$ cat src/rtl/gpio_bank_pkg.sv
package gpio_bank_pkg;
  localparam int unsigned FUNC_W = 4;
  localparam int unsigned DRV_W  = 3;
  localparam int unsigned REG_DW = 10;  // used write-data bits

  localparam int unsigned CTL_PULL = 0;
  localparam int unsigned CTL_FUNC = 2;
  localparam int unsigned CTL_DRV  = 6;
  localparam int unsigned CTL_OE   = 9;
  localparam int unsigned IO_OUT   = 1;
  localparam int unsigned IC_EN    = 0;
  localparam int unsigned IC_POL   = 1;
  localparam int unsigned IC_DET   = 2;
  localparam int unsigned IC_TGT   = 5;

  typedef enum logic [1:0] {
    DET_LEVEL = 2'b00,
    DET_RISE  = 2'b01,
    DET_FALL  = 2'b10,
    DET_BOTH  = 2'b11
  } det_mode_e;

  typedef enum logic [1:0] {
    SEL_CTL  = 2'd0,
    SEL_IO   = 2'd1,
    SEL_ICFG = 2'd2,
    SEL_STAT = 2'd3
  } reg_sel_e;
endpackage

$ cat src/rtl/gpio_sync.sv
module gpio_sync #(
  parameter int unsigned W = 4
) (
  input  logic         clk_i,
  input  logic         rst_ni,
  input  logic [W-1:0] d_i,
  output logic [W-1:0] q_o
);
  logic [W-1:0] s1_q, s2_q;
  logic [1:0]   age_q;

  always_ff @(posedge clk_i or negedge rst_ni) begin
    if (!rst_ni) begin
      s1_q  <= '0;
      s2_q  <= '0;
      age_q <= '0;
    end else begin
      s1_q <= d_i;
      s2_q <= s1_q;
      if (age_q != 2'd2) age_q <= age_q + 2'd1;
    end
  end

  assign q_o = s2_q;

  // output is the input two edges earlier
  a_r5_two_stage: assert property (@(posedge clk_i) disable iff (!rst_ni)
    (age_q == 2'd2) |-> (q_o == $past(d_i, 2)));
endmodule

$ cat src/rtl/gpio_irq_det.sv
module gpio_irq_det
  import gpio_bank_pkg::*;
(
  input  logic      clk_i,
  input  logic      rst_ni,
  input  logic      lvl_i,
  input  logic      pol_i,
  input  det_mode_e mode_i,
  input  logic      clr_i,
  output logic      raw_o,
  output logic      stat_o
);
  logic prev_q, stat_q;
  logic rise, fall, hit;

  assign rise = lvl_i & ~prev_q;
  assign fall = ~lvl_i & prev_q;

  always_comb begin
    unique case (mode_i)
      DET_LEVEL: hit = (lvl_i == pol_i);
      DET_RISE:  hit = pol_i ? rise : fall;
      DET_FALL:  hit = pol_i ? fall : rise;
      default:   hit = rise | fall;
    endcase
  end

  // level: ack wins, re-set next cycle; edge: new event wins over ack
  always_ff @(posedge clk_i or negedge rst_ni) begin
    if (!rst_ni) begin
      prev_q <= 1'b0;
      stat_q <= 1'b0;
    end else begin
      prev_q <= lvl_i;
      if (mode_i == DET_LEVEL) begin
        if (clr_i)    stat_q <= 1'b0;
        else if (hit) stat_q <= 1'b1;
      end else begin
        if (hit)        stat_q <= 1'b1;
        else if (clr_i) stat_q <= 1'b0;
      end
    end
  end

  assign raw_o  = hit;
  assign stat_o = stat_q;

  // status only falls through an acknowledge
  a_r10_sticky: assert property (@(posedge clk_i) disable iff (!rst_ni)
    (stat_o && !clr_i) |=> stat_o);

  // a detected event is latched
  a_r6_event_latched: assert property (@(posedge clk_i) disable iff (!rst_ni)
    (raw_o && !clr_i) |=> stat_o);
endmodule

$ cat src/rtl/gpio_pin.sv
module gpio_pin
  import gpio_bank_pkg::*;
#(
  parameter int unsigned TGT_W = 3
) (
  input  logic              clk_i,
  input  logic              rst_ni,
  input  logic              we_i,
  input  reg_sel_e          sel_i,
  input  logic [REG_DW-1:0] wdata_i,
  output logic [31:0]       rdata_o,
  input  logic              lvl_i,
  input  logic              alt_out_i,
  input  logic              alt_oe_i,
  output logic              pad_o,
  output logic              pad_oe_o,
  output logic              en_o,
  output logic              pend_o,
  output logic [TGT_W-1:0]  tgt_o
);
  logic              pull_q, oe_q, out_q, en_q, pol_q;
  logic [FUNC_W-1:0] func_q;
  logic [DRV_W-1:0]  drv_q;
  logic [TGT_W-1:0]  tgt_q;
  det_mode_e         det_q;
  logic              clr, raw, stat;

  always_ff @(posedge clk_i or negedge rst_ni) begin
    if (!rst_ni) begin
      pull_q <= 1'b0;
      func_q <= '0;
      drv_q  <= '0;
      oe_q   <= 1'b0;
      out_q  <= 1'b0;
      en_q   <= 1'b0;
      pol_q  <= 1'b0;
      det_q  <= DET_LEVEL;
      tgt_q  <= '0;
    end else if (we_i) begin
      unique case (sel_i)
        SEL_CTL: begin
          pull_q <= wdata_i[CTL_PULL];
          func_q <= wdata_i[CTL_FUNC +: FUNC_W];
          drv_q  <= wdata_i[CTL_DRV +: DRV_W];
          oe_q   <= wdata_i[CTL_OE];
        end
        SEL_IO: out_q <= wdata_i[IO_OUT];
        SEL_ICFG: begin
          en_q  <= wdata_i[IC_EN];
          pol_q <= wdata_i[IC_POL];
          det_q <= det_mode_e'(wdata_i[IC_DET +: 2]);
          tgt_q <= wdata_i[IC_TGT +: TGT_W];
        end
        default: ;
      endcase
    end
  end

  assign clr = we_i && (sel_i == SEL_STAT) && !wdata_i[0];

  gpio_irq_det u_det (
    .clk_i  (clk_i),
    .rst_ni (rst_ni),
    .lvl_i  (lvl_i),
    .pol_i  (pol_q),
    .mode_i (det_q),
    .clr_i  (clr),
    .raw_o  (raw),
    .stat_o (stat)
  );

  always_comb begin
    unique case (sel_i)
      SEL_CTL:  rdata_o = {22'b0, oe_q, drv_q, func_q, 1'b0, pull_q};
      SEL_IO:   rdata_o = {30'b0, out_q, lvl_i};
      SEL_ICFG: rdata_o = {{(27-TGT_W){1'b0}}, tgt_q, raw, det_q, pol_q, en_q};
      default:  rdata_o = {31'b0, stat};
    endcase
  end

  assign pad_o    = (func_q == '0) ? out_q : alt_out_i;
  assign pad_oe_o = (func_q == '0) ? oe_q  : alt_oe_i;
  assign en_o     = en_q;
  assign pend_o   = stat;
  assign tgt_o    = tgt_q;

  // writing 1 to status leaves a set bit set
  a_r10_write_one_keeps: assert property (@(posedge clk_i) disable iff (!rst_ni)
    (we_i && sel_i == SEL_STAT && wdata_i[0] && pend_o) |=> pend_o);
endmodule

$ cat src/rtl/gpio_irq_bank.sv
module gpio_irq_bank
  import gpio_bank_pkg::*;
#(
  parameter int unsigned NUM_PINS = 4,
  parameter int unsigned TGT_W    = 3,
  parameter int unsigned ADDR_W   = 16
) (
  input  logic                  clk_i,
  input  logic                  rst_ni,
  input  logic                  req_i,
  input  logic                  we_i,
  input  logic [ADDR_W-1:0]     addr_i,
  input  logic [31:0]           wdata_i,
  output logic [31:0]           rdata_o,
  input  logic [NUM_PINS-1:0]   pad_i,
  input  logic [NUM_PINS-1:0]   alt_out_i,
  input  logic [NUM_PINS-1:0]   alt_oe_i,
  output logic [NUM_PINS-1:0]   pad_o,
  output logic [NUM_PINS-1:0]   pad_oe_o,
  output logic [(1<<TGT_W)-1:0] irq_o
);
  localparam int unsigned NUM_TGT  = 1 << TGT_W;
  localparam int unsigned PAGE_LSB = 12;
  localparam int unsigned PAGE_W   = ADDR_W - PAGE_LSB;

  logic [7:0]          slot;
  logic                bank_hit;
  reg_sel_e            sel;
  logic [NUM_PINS-1:0] lvl, pin_en, pin_pend;
  logic [31:0]         pin_rd  [NUM_PINS];
  logic [TGT_W-1:0]    pin_tgt [NUM_PINS];
  logic                wdata_unused;

  assign wdata_unused = ^{wdata_i[31:REG_DW], addr_i[1:0]};
  assign slot     = addr_i[11:4];
  assign sel      = reg_sel_e'(addr_i[3:2]);
  assign bank_hit = (addr_i[ADDR_W-1:PAGE_LSB] == PAGE_W'(1)) &&
                    ({24'b0, slot} < NUM_PINS);

  gpio_sync #(.W(NUM_PINS)) u_sync (
    .clk_i  (clk_i),
    .rst_ni (rst_ni),
    .d_i    (pad_i),
    .q_o    (lvl)
  );

  for (genvar i = 0; i < NUM_PINS; i++) begin : g_pin
    logic pin_we;
    assign pin_we = req_i && we_i && bank_hit && (slot == 8'(i));

    gpio_pin #(.TGT_W(TGT_W)) u_pin (
      .clk_i     (clk_i),
      .rst_ni    (rst_ni),
      .we_i      (pin_we),
      .sel_i     (sel),
      .wdata_i   (wdata_i[REG_DW-1:0]),
      .rdata_o   (pin_rd[i]),
      .lvl_i     (lvl[i]),
      .alt_out_i (alt_out_i[i]),
      .alt_oe_i  (alt_oe_i[i]),
      .pad_o     (pad_o[i]),
      .pad_oe_o  (pad_oe_o[i]),
      .en_o      (pin_en[i]),
      .pend_o    (pin_pend[i]),
      .tgt_o     (pin_tgt[i])
    );
  end

  always_comb begin
    rdata_o = '0;
    for (int i = 0; i < NUM_PINS; i++)
      if (req_i && !we_i && bank_hit && slot == 8'(i)) rdata_o = pin_rd[i];
  end

  always_comb begin
    irq_o = '0;
    for (int t = 0; t < NUM_TGT; t++)
      for (int i = 0; i < NUM_PINS; i++)
        if (pin_en[i] && pin_pend[i] && pin_tgt[i] == TGT_W'(t)) irq_o[t] = 1'b1;
  end

  // no enabled pin, no interrupt
  a_r11_quiet_when_disabled: assert property (@(posedge clk_i) disable iff (!rst_ni)
    (pin_en == '0) |-> (irq_o == '0));

  // no pending pin, no interrupt
  a_r11_quiet_when_idle: assert property (@(posedge clk_i) disable iff (!rst_ni)
    (pin_pend == '0) |-> (irq_o == '0));
endmodule

$ cat config.mk
export PLATFORM = sky130hd
export DESIGN_NAME = gpio_irq_bank
export DESIGN_NICKNAME = d
export VERILOG_FILES = /design/src/rtl/gpio_bank_pkg.sv /design/src/rtl/gpio_sync.sv /design/src/rtl/gpio_irq_det.sv /design/src/rtl/gpio_pin.sv /design/src/rtl/gpio_irq_bank.sv
export SDC_FILE = /design/constraint.sdc
export NUM_CORES = 1
export LEC_CHECK = 0
export BUFFER_PORTS_ARGS = -buffer_cell sky130_fd_sc_hd__buf_2
export CORE_MARGIN = 10
export CORE_UTILIZATION = 55
export CTS_CLUSTER_DIAMETER = 40
export DETAILED_ROUTE_END_ITERATION = 8
export PLACE_DENSITY = 0.84
export RECOVER_POWER = 25
export SLEW_MARGIN = 20
export SYNTH_ARGS = -nofsm -noshare
export SYNTH_HDL_FRONTEND = slang
export SYNTH_SLANG_ARGS = --single-unit
export TNS_END_PERCENT = 30
$ cat constraint.sdc
create_clock -name clk_i -period 1.95 [get_ports clk_i]
set_clock_uncertainty 0.15 [all_clocks]
set_input_delay 0 -clock clk_i [delete_from_list [all_inputs] [get_ports clk_i]]
set_output_delay 0 -clock clk_i [all_outputs]
set_load 0.05 [all_outputs]
==> flow_metrics.env <==
export IMPL_r2r_end="g_pin[1].u_pin.u_det.stat_o"
export IMPL_fillCellCount=564
export IMPL_htree_levels=3
export IMPL_cp_max_fo=4
export IMPL_initial_core_util_pct=56.4
export IMPL_drt_iter0_markers=340
export IMPL_ys_warnings_count=0
export IMPL_power_density_nw_per_um2=551
export IMPL_drive_above_1_share_pct=48.0
export IMPL_end_kind="output pin"
export IMPL_hpwlAfterDp_mm=9.63
export IMPL_clkSinkCount=84
export IMPL_cts_made_buffers=9
export IMPL_fin_cells=637
export IMPL_syn_avg_cell_area_um2=11.9
export IMPL_leakagePower_nw=2.85
export IMPL_cp_start_kind="flop"
export IMPL_met1_usage_pct=24.3
export IMPL_max_slew_margin_pct=24.5
export IMPL_die_area_um2=13100
export IMPL_fp_dieH_um=114
export IMPL_cts_root_buf="clkbuf_8"
export IMPL_dp_slack_ps=-134
export IMPL_hold_end="u_sync.s1_q[3]"
export IMPL_final_net_count=596
export IMPL_hp_start="pad_i[3]"
export IMPL_hold_depth=2
export IMPL_wl_per_cell_um=20.8
export IMPL_max_freq_mhz=435
export IMPL_layout_setup_ws_ps=-350
export IMPL_setup_viol=4
export IMPL_io_buffers=65
export IMPL_dp_cells=604
export IMPL_max_vdd_ir_drop_mv=0.324
export IMPL_core_um2=8680
export IMPL_arrival_ps=2150
export IMPL_synth_edff_count=0
export IMPL_async_reset_ff_share_pct=100
export IMPL_min_period_ps=2300
export IMPL_antenna_found_initial=0
export IMPL_fin_crit_sh_pct=118
export IMPL_ant_nets=0
export IMPL_met3_usage_pct=5.40
export IMPL_r2r_start="u_sync.q_o[1]"
export IMPL_top_usage_layer="met2"
export IMPL_seq_area_frac_synth_pct=42.9
export IMPL_r2r_cells=7
export IMPL_max_cap_viol_count=0
export IMPL_synth_ff_latch_count=84
export IMPL_route_vias_total=3913
export IMPL_row_count=34
export IMPL_cts_tree="done"
export IMPL_drv_slew=0
export IMPL_clk_latency_ps=360
export IMPL_hold_class="in -> reg"
export IMPL_gp_congestion=0.910
export IMPL_use_met2_pct=34.5
export IMPL_grtUsageTotal_pct=20.2
export IMPL_grt_pass1_wl_mm=21.0
export IMPL_area_delta_synth_final_pct=22.4
export IMPL_netlist_area_um2=4900
export IMPL_wl_mm=13.2
export IMPL_via_per_inst=6.14
export IMPL_drc=0
export IMPL_first_pass_iters=5
export IMPL_status="complete, but fails checks"
export IMPL_grt_pass1_vias=3991
export IMPL_overflow=0
export IMPL_grt_max_degree=44
export IMPL_clk_pin_slew_ps=80
export IMPL_cp_required_ps=1800
export IMPL_clockBufferDepth=2
export IMPL_tightest_slew_ps=1130
export IMPL_criticalPathCategory="reg -> out"
export IMPL_final_hold_violation_count=0
export IMPL_yosys_most_used_dff="dfrtp_1"
export IMPL_pin_count=112
export IMPL_antenna_cells=0
export IMPL_rsz0062_at_grt="yes"
export IMPL_violations="negative setup slack"
export IMPL_synth_distinct_cells=55
export IMPL_die_x_um=114
export IMPL_reg2reg_slack_ps=130
export IMPL_synth_cells=411
==> final cells by class <==
| type | instances | area [um^2] | share of cell area [%] |
|---|---|---|---|
| Clock buffer | 10 | 138 | 2.30 |
| Clock inverter | 6 | 47.5 | 0.793 |
| Inverter | 9 | 33.8 | 0.563 |
| Multi-Input combinational cell | 296 | 2630 | 43.9 |
| Sequential cell | 84 | 2110 | 35.2 |
| Tap cell | 108 | 135 | 2.25 |
| Timing Repair Buffer | 124 | 896 | 14.9 |
==> worst max path at each step <==
stage             startpoint    endpoint  slack [ps]  cells after the start
6_report       u_sync.q_o[0]  rdata_o[0]        -350                      5
2_1_floorplan     addr_i[11]  rdata_o[4]         -30                      5
4_1_cts        u_sync.q_o[0]  rdata_o[0]        -350                      5
3_3_place_gp      addr_i[11]  rdata_o[4]        -100                      7
3_5_place_dp   u_sync.q_o[0]  rdata_o[4]        -130                      8
5_1_grt        u_sync.q_o[0]  rdata_o[4]        -430                      7
==> cells in the final DEF (no fill, tap or decap), types with 8 or more instances in the layout <==
cell / count
o22ai_1: 8
conb_1: 22
nand2_1: 19
dfrtp_2: 8
dlygate4sd3_1: 16
inv_1: 8
buf_6: 8
mux2_2: 76
buf_4: 40
buf_2: 54
nand2b_1: 13
nor2_1: 28
clkbuf_8: 10
dfrtp_1: 76
mux4_2: 17
==> sequential cells by signal, summed over array words and instances, names as in the netlist <==
register                  count
g_pin.u_pin.drv_q            12
g_pin.u_pin.oe_q              4
g_pin.u_pin.u_det.stat_o      4
u_sync.s1_q                   4
g_pin.u_pin.pol_q             4
g_pin.u_pin.en_o              4
u_sync.q_o                    4
g_pin.u_pin.u_det.prev_q      4
g_pin.u_pin.det_q             8
g_pin.u_pin.func_q           16
g_pin.u_pin.out_q             4
g_pin.u_pin.tgt_o            12
g_pin.u_pin.pull_q            4
==> kinds of logic after synthesis <==
| group | synth area share (%) |
|---|---|
| adders and majority gates | 2.04 |
| buffers and inverters | 7.51 |
| and+or+nand+nor | 13.2 |
| AOI/OAI and AO/OA | 7.18 |
| DFF | 42.9 |
| xor gates and xnor gates | 0.716 |
| other | 0.0766 |
| muxes | 26.3 |
==> routing by layer <==
metal	up-vias	routed length, um	share of wire [%]
met5	-	0	0
met4	0	221	1.7
met3	24	1190	9.0
met2	204	6720	51
met1	1971	5100	39
li1	1714	-	-
==> power breakdown <==
group	total, mW	switching (mW)	internal, mW
registers	1.76	0.0106	1.75
clock network	1.17	0.660	0.506
logic	0.375	0.252	0.123
total	3.31	0.923	2.38
==> stage by stage <==
stage / power [mW] / setup TNS, ps / util [%] / instance area, um^2 / hold slack, ps
after detailed placement: 2.14 / -252 / 62.7 / 5450 / -117
final: 3.31 / -699 / 69.1 / 6000 / 122
after floorplan: 2.04 / -43.4 / - / 4980 / -446
after CTS: 3.31 / -737 / 68.3 / 5920 / 32.9
after global routing: 3.42 / -1090 / 69.1 / 6000 / 139
after global placement: 2.13 / -121 / 62.7 / 5450 / -119
==> cells in the mapped netlist (6+ instances only) <==
| library cell | n | area share [%] |
|---|---|---|
| dfrtp_1 | 84 | 43 |
| mux2_2 | 76 | 17 |
| buf_4 | 30 | 4.6 |
| nor2_1 | 30 | 2.3 |
| nand2_1 | 19 | 1.5 |
| mux4_2 | 17 | 7.8 |
| nand2b_1 | 13 | 1.7 |
| and3_1 | 8 | 1.0 |
| ha_1 | 8 | 2.0 |
| inv_1 | 8 | 0.61 |
| o22ai_1 | 8 | 1.0 |
| a221oi_1 | 7 | 1.3 |
| a31oi_1 | 6 | 0.77 |
| nand3_1 | 6 | 0.61 |
| nor2b_1 | 6 | 0.77 |
==> critical path, cell delays in order, from the launching register on <==
cell	delay, ps
dfrtp_1	430
buf_6	140
mux4_2	450
mux4_2	460
and2_4	160
buf_8	140
==> timing repair <==
item | 4_1_cts | 5_1_grt
pin swaps | 3 | 5
resized for setup | 33 | 20
hold buffers | 16 | 0
gates cloned | 0 | 0
setup buffers | 0 | 1
setup endpoints to repair | 15 | 17
endpoints found under the hold margin | 157 | 0
(Power assumes the default switching activity.)
